===== src/rtl/dp_pkg.sv =====
package dp_pkg;
  parameter int unsigned DW   = 32;
  parameter int unsigned BW   = 8;
  parameter int unsigned SELW = 4;
  parameter int unsigned NCW  = 9;
  localparam int unsigned NSRC = 1 << SELW;

  typedef enum logic [SELW-1:0] {
    B_MDR  = 4'd0,
    B_PC   = 4'd1,
    B_MBRS = 4'd2,
    B_MBRU = 4'd3,
    B_SP   = 4'd4,
    B_LV   = 4'd5,
    B_CPP  = 4'd6,
    B_TOS  = 4'd7,
    B_OPC  = 4'd8
  } bsrc_e;

  localparam int unsigned C_MAR = 0;
  localparam int unsigned C_MDR = 1;
  localparam int unsigned C_PC  = 2;
  localparam int unsigned C_SP  = 3;
  localparam int unsigned C_LV  = 4;
  localparam int unsigned C_CPP = 5;
  localparam int unsigned C_TOS = 6;
  localparam int unsigned C_OPC = 7;
  localparam int unsigned C_H   = 8;

  typedef enum logic [1:0] {
    SH_PASS = 2'b00,
    SH_SLL8 = 2'b01,
    SH_SRA1 = 2'b10,
    SH_KEEP = 2'b11
  } shf_e;
endpackage


===== src/rtl/dp_reg.sv =====
module dp_reg #(
  parameter int unsigned W = 32
) (
  input  logic         clk,
  input  logic         rst_n,
  input  logic         we,
  input  logic [W-1:0] d,
  input  logic         alt_we,
  input  logic [W-1:0] alt_d,
  output logic [W-1:0] q
);
  always_ff @(posedge clk) begin
    if (!rst_n)      q <= '0;
    else if (alt_we) q <= alt_d;
    else if (we)     q <= d;
  end
endmodule


===== src/rtl/dp_bmux.sv =====
module dp_bmux #(
  parameter int unsigned W    = 32,
  parameter int unsigned SELW = 4,
  localparam int unsigned N   = 1 << SELW
) (
  input  logic [SELW-1:0] sel,
  input  logic [W-1:0]    src [N],
  output logic [W-1:0]    bus
);
  logic [N-1:0] sel_oh;

  for (genvar i = 0; i < N; i++) begin : g_dec
    assign sel_oh[i] = (sel == SELW'(i));
  end

  always_comb begin
    bus = '0;
    for (int i = 0; i < N; i++) begin
      bus = bus | (src[i] & {W{sel_oh[i]}});
    end
  end
endmodule


===== src/rtl/dp_alu.sv =====
module dp_alu #(
  parameter int unsigned W = 32
) (
  input  logic [5:0]   ctl,
  input  logic [W-1:0] a,
  input  logic [W-1:0] b,
  output logic [W-1:0] y,
  output logic         neg,
  output logic         zero
);
  logic         f0, f1, en_a, en_b, inv_a, cin;
  logic [W-1:0] opa, opb;

  assign {f0, f1, en_a, en_b, inv_a, cin} = ctl;
  assign opa = (en_a ? a : '0) ^ {W{inv_a}};
  assign opb = en_b ? b : '0;

  always_comb begin
    unique case ({f0, f1})
      2'b00:   y = opa & opb;
      2'b01:   y = opa | opb;
      2'b10:   y = ~opb;
      default: y = opa + opb + W'(cin);
    endcase
  end

  assign neg  = y[W-1];
  assign zero = (y == '0);
endmodule


===== src/rtl/dp_shift.sv =====
module dp_shift #(
  parameter int unsigned W = 32,
  parameter int unsigned BW = 8
) (
  input  dp_pkg::shf_e mode,
  input  logic [W-1:0] x,
  output logic [W-1:0] y
);
  always_comb begin
    unique case (mode)
      dp_pkg::SH_SLL8: y = {x[W-BW-1:0], {BW{1'b0}}};
      dp_pkg::SH_SRA1: y = {x[W-1], x[W-1:1]};
      default:         y = x;
    endcase
  end
endmodule


===== src/rtl/mc_datapath.sv =====
module mc_datapath
  import dp_pkg::*;
#(
  parameter int unsigned W   = dp_pkg::DW,
  parameter int unsigned BYW = dp_pkg::BW
) (
  input  logic                 clk,
  input  logic                 rst_n,
  input  logic [SELW-1:0]      bsel,
  input  logic [NCW-1:0]       cwe,
  input  logic [5:0]           alu_ctl,
  input  logic [1:0]           shf_ctl,
  input  logic                 mdr_in_valid,
  input  logic [W-1:0]         mdr_din,
  input  logic                 mbr_in_valid,
  input  logic [BYW-1:0]       mbr_din,
  output logic [W-1:0]         mar_q,
  output logic [W-1:0]         mdr_q,
  output logic [W-1:0]         pc_q,
  output logic [BYW-1:0]       mbr_q,
  output logic [W-1:0]         cbus_o,
  output logic                 flag_n,
  output logic                 flag_z
);
  logic [W-1:0] rq  [NCW];
  logic [W-1:0] src [NSRC];
  logic [W-1:0] bbus, alu_y, cbus;
  logic [BYW-1:0] mbr;

  // Register set: one cell per C enable bit; only MDR has a memory port.
  for (genvar k = 0; k < NCW; k++) begin : g_reg
    if (k == C_MDR) begin : g_mem
      dp_reg #(.W(W)) u_r (
        .clk(clk), .rst_n(rst_n), .we(cwe[k]), .d(cbus),
        .alt_we(mdr_in_valid), .alt_d(mdr_din), .q(rq[k]));
    end else begin : g_plain
      dp_reg #(.W(W)) u_r (
        .clk(clk), .rst_n(rst_n), .we(cwe[k]), .d(cbus),
        .alt_we(1'b0), .alt_d('0), .q(rq[k]));
    end
  end

  always_ff @(posedge clk) begin
    if (!rst_n)            mbr <= '0;
    else if (mbr_in_valid) mbr <= mbr_din;
  end

  // B bus sources; unused codes read as zero.
  for (genvar i = 0; i < NSRC; i++) begin : g_src
    if (i == B_MDR)       begin : g0 assign src[i] = rq[C_MDR]; end
    else if (i == B_PC)   begin : g1 assign src[i] = rq[C_PC]; end
    else if (i == B_MBRS) begin : g2 assign src[i] = {{(W-BYW){mbr[BYW-1]}}, mbr}; end
    else if (i == B_MBRU) begin : g3 assign src[i] = {{(W-BYW){1'b0}}, mbr}; end
    else if (i == B_SP)   begin : g4 assign src[i] = rq[C_SP]; end
    else if (i == B_LV)   begin : g5 assign src[i] = rq[C_LV]; end
    else if (i == B_CPP)  begin : g6 assign src[i] = rq[C_CPP]; end
    else if (i == B_TOS)  begin : g7 assign src[i] = rq[C_TOS]; end
    else if (i == B_OPC)  begin : g8 assign src[i] = rq[C_OPC]; end
    else                  begin : gz assign src[i] = '0; end
  end

  dp_bmux #(.W(W), .SELW(SELW)) u_bmux (
    .sel(bsel), .src(src), .bus(bbus));

  dp_alu #(.W(W)) u_alu (
    .ctl(alu_ctl), .a(rq[C_H]), .b(bbus),
    .y(alu_y), .neg(flag_n), .zero(flag_z));

  dp_shift #(.W(W), .BW(BYW)) u_shf (
    .mode(shf_e'(shf_ctl)), .x(alu_y), .y(cbus));

  assign cbus_o = cbus;
  assign mar_q  = rq[C_MAR];
  assign mdr_q  = rq[C_MDR];
  assign pc_q   = rq[C_PC];
  assign mbr_q  = mbr;
endmodule


===== config.mk =====
export PLATFORM = sky130hd
export DESIGN_NAME = mc_datapath
export DESIGN_NICKNAME = d
export VERILOG_FILES = /design/src/rtl/dp_pkg.sv /design/src/rtl/dp_reg.sv /design/src/rtl/dp_bmux.sv /design/src/rtl/dp_alu.sv /design/src/rtl/dp_shift.sv /design/src/rtl/mc_datapath.sv
export SDC_FILE = /design/constraint.sdc
export NUM_CORES = 1
export LEC_CHECK = 0
export ABC_AREA = 1
export BUFFER_PORTS_ARGS = -buffer_cell sky130_fd_sc_hd__buf_2
export CAP_MARGIN = 15
export CELL_PAD_IN_SITES_DETAIL_PLACEMENT = 1
export CELL_PAD_IN_SITES_GLOBAL_PLACEMENT = 1
export CORE_AREA = 4 4 222 224
export DETAILED_ROUTE_END_ITERATION = 8
export DIE_AREA = 0 0 226 228
export GPL_ROUTABILITY_DRIVEN = 1
export PLACE_DENSITY_LB_ADDON = 0.25
export SETUP_SLACK_MARGIN = 0.3
export SYNTH_ARGS = -nofsm -noshare
export SYNTH_HDL_FRONTEND = slang
export SYNTH_SLANG_ARGS = --single-unit

===== constraint.sdc =====
create_clock -name clk -period 4.6 [get_ports clk]
set_clock_uncertainty 0.05 [all_clocks]
set_input_delay 0.92 -clock clk [delete_from_list [all_inputs] [get_ports clk]]
set_output_delay 0.92 -clock clk [all_outputs]
set_load 0.01 [all_outputs]

==> results.md <==
- Final setup margin: -0.856 ns
- Crit path capture type: primary output
- Seq/Total Area, Yosys: 0.332
- Top post-synthesis cells by area: dfxtp_1, nand2_1, nor2_1
- Area of the mapped netlist: 0.0178 mm^2
- Nets@finish: 3529
- Final worst path period share: 1.19
- First-pass GRT wire length: 136 mm
- Area share of the largest cell type after synthesis: 0.332
- Antenna violations before repair: 0
- 1st-iter DRT viols: 2137
- Slew Viols, Final: 0
- Gr usage total: 0.340
- TritonRoute pass-1 iters: 5
- Measured slew at the worst slew-check pin: 1.18 ns
- Hold Fails Final Rpt: 0
- Total gr overflow: 0
- DPL Wire Length: 64.6 mm
- IO Count: 203
- Via density per instance: 5.53
- Status: complete, but fails checks
- Synth Area in Compound Gates: 0.173
- PD cells: 324 mW/mm^2
- Fin cells: 4035
- Mean Syn Cell Area: 6.27 um^2
- Worst-path maximum fanout: 6
- Max-cap violations: 0
- RSZ-0062 raised after global routing: true
- Clock power share: 0.341
- Crit path launch type: input pin
- Critical Path AT: 4.49 ns
- DP Area: 0.0217 mm^2
- Fin area: 0.0269 mm^2
- Layout area overhead: 50.7%
- H-tree levels: 2
- I/O Buffers: 202
- Crit-path max cell delay: 0.34 ns
- CP Buf/Inv Count: 9
- Combinational family with the most area after synthesis: simple AND/OR/NAND/NOR gates
- Post-Synth XOR/XNOR Area: 0.0172
- Util after Layout: 0.568
- Vias in the first global route: 22600
- Most used cell, CP: buf_4
- EDFF count, synth: 0
- CP delay by family, top: simple AND/OR/NAND/NOR gates
- Antenna Nets Post-Route: 0
- Gpl congestion: 0.990
- Core Region: 0.0473 mm^2
- Number of cell rows: 80
- Worst hold-check path type: register to register
- Synth cell types: 50
- Wirelength per Cell: 23.6 um
- Antenna Cells: 0
- Simple-Gate Fraction of Synth Area: 0.304
- Synth area leader: dfxtp_1
- Max VDD drop: 271 uV
- Pleak: 13.7 nW
- Max-slew headroom: 0.215
- Filler Cells Inserted: 6054
- Gate Count Post-Synth: 2846
- Clock sink count: 296
- Share of cells above drive strength 1: 0.356
- Slowest cell on the critical path: fa_2
- Setup-failing EPs final: 34
- Synth Register Bits: 296
- Synth Area in Adders: 0.0485
- Setup_tns: -20.85 ns
- Total power: 8.71 mW
- Initial Util: 0.377
- Fin crit period: 5.46 ns
- Failing checks: negative setup slack
- Clk_lat worst skew: 0.54 ns
- Routed WL: 95.3 mm
- Data required time at the worst endpoint: 3.63 ns
- Num CTS Buffers: 34
- Fraction of registers with async set/reset: 0
- Sequential fraction of design power: 0.336
- DR DRC count: 0
- Syn_nets: 2979
- Synth warn: 0
- Inst Count DP: 3859
- Clk Tree Root Cell: clkbuf_16
- Sw Pwr: 3.00 mW
- TritonCTS clock tree: done
- Die X: 226 um
- Gate power share: 0.323
- Switching fraction of total power: 0.345
- Mux share of post-synthesis cell area: 0
- Largest net degree at the start of global routing: 91
- Critical path class: input pin to primary output
- Top FF cell, synth: dfxtp_1
- Top cells by count, synth: nand2_1, nor2_1, inv_1, dfxtp_1, o21ai_0
- P_int: 5.71 mW
- Via count: 22300
- Clock Path Buffers: 3
- Clk slew on worst S/H paths: 0.06 ns
- DIE HEIGHT: 228 um
- Die area: 0.0515 mm^2
- Fmax: 0.183 GHz
- Most common cell in the synthesized netlist: nand2_1
==> path summary, 6_finish.rpt <==
| check | startpoint | to | slack, ns | cells past startpoint |
|---|---|---|---|---|
| max | bsel[2] | cbus_o[19] | -0.86 | 26 |
| min | g_reg[0].g_plain.u_r.q[28] | g_reg[0].g_plain.u_r.q[28] | 0.47 | 2 |
| max reg2reg | mbr_q[7] | g_reg[1].g_mem.u_r.q[20] | 0.70 | 27 |
| min reg2reg | g_reg[0].g_plain.u_r.q[28] | g_reg[0].g_plain.u_r.q[28] | 0.47 | 2 |
==> placed cells by master, fill, tap and decap left out, types with 31 or more instances in the layout <==
cell type  netlist  layout
a21oi_1        209     181
a22oi_1         31      31
buf_2           11     164
buf_4            5     336
buf_6            9     115
clkbuf_16        0      35
dfxtp_1        296     296
ha_1            66      35
inv_1          397     352
inv_2           13      46
nand2_1        673     484
nand2_2         18     144
nand2_4          3      63
nand3_1        121      64
nand3_2         10      44
nor2_1         439     384
nor2_2           3      41
o21ai_0        282     253
o21ai_1         27      33
xor2_1          33      33
==> cell families (layout without fill, tap and decap cells) <==
logic type,Yosys count,in the layout
adders and majority gates,68,68
and+or+nand+nor,1313,1313
AOI/OAI and AO/OA,581,581
DFF,296,296
buffers and inverters,553,1127
xor gates and xnor gates,35,35
==> flip-flops by register name (all words and copies together) (netlist names) <==
| name | flops |
|---|---|
| mbr_q | 8 |
| g.g_plain.u_r.q | 256 |
| g.g_mem.u_r.q | 32 |
==> worst register-to-register path, cell delays in order (launching register included) <==
cell	delay [ns]
dfxtp_1	0.33
nand3_2	0.14
buf_12	0.16
buf_6	0.15
nand3_1	0.10
nor2_2	0.18
nand2_1	0.08
nand2_1	0.11
inv_2	0.06
ha_4	0.30
nand2_1	0.09
inv_1	0.10
nand2_1	0.07
nor2_1	0.10
buf_4	0.15
nand4_1	0.23
buf_4	0.22
nand3_1	0.07
nand2_1	0.07
nand3_2	0.09
buf_4	0.14
buf_4	0.11
nand3_1	0.08
nand3_2	0.13
buf_4	0.14
buf_8	0.14
nand2_1	0.08
a21oi_2	0.14
==> power by group through the flow <==
stage	sequential, mW	clock (mW)	combinational [mW]
floorplan	2.95	0	1.01
global placement	2.96	0	2.01
detailed placement	2.96	0	2.07
CTS	2.91	2.97	2.52
global route	2.94	3.09	2.98
finish	2.92	2.97	2.81
==> layer usage <==
metal  wire length [um]  global-route usage  share of wire  vias to the layer above
li1                   -                   -              -                    10000
met1              39000               0.437           0.41                    11000
met2              44400               0.562           0.47                     1028
met3               6920              0.0636          0.073                      294
met4               4920               0.136          0.052                        0
met5                  0                   0              0                        -
==> cell type report <==
cell class              count  area, um^2  share of cell area
flip-flops and latches    296        5930               0.221
multi-input cells        1997       12000               0.445
clock inverters             9         153             0.00568
well taps                 615         769              0.0286
repair buffers            652        5380               0.200
inverters                 415        1630              0.0608
clock buffers              51        1060              0.0393
==> per-stage QoR <==
step	hold WS (ns)	worst slack [ns]
6_report	0.466	-0.856
5_1_grt	0.498	-0.991
4_1_cts	0.465	-0.633
3_5_place_dp	0.448	-1.20
3_3_place_gp	0.441	-1.11
2_1_floorplan	0.428	0.110
==> timing repair <==
item | CTS | global route
pin swaps | 137 | 83
hold buffers | 0 | 0
setup endpoints to repair | 192 | 179
resized for setup | 536 | 228
buffers inserted | 78 | 31
gates cloned | 4 | 0
(Power assumes the default switching activity.)
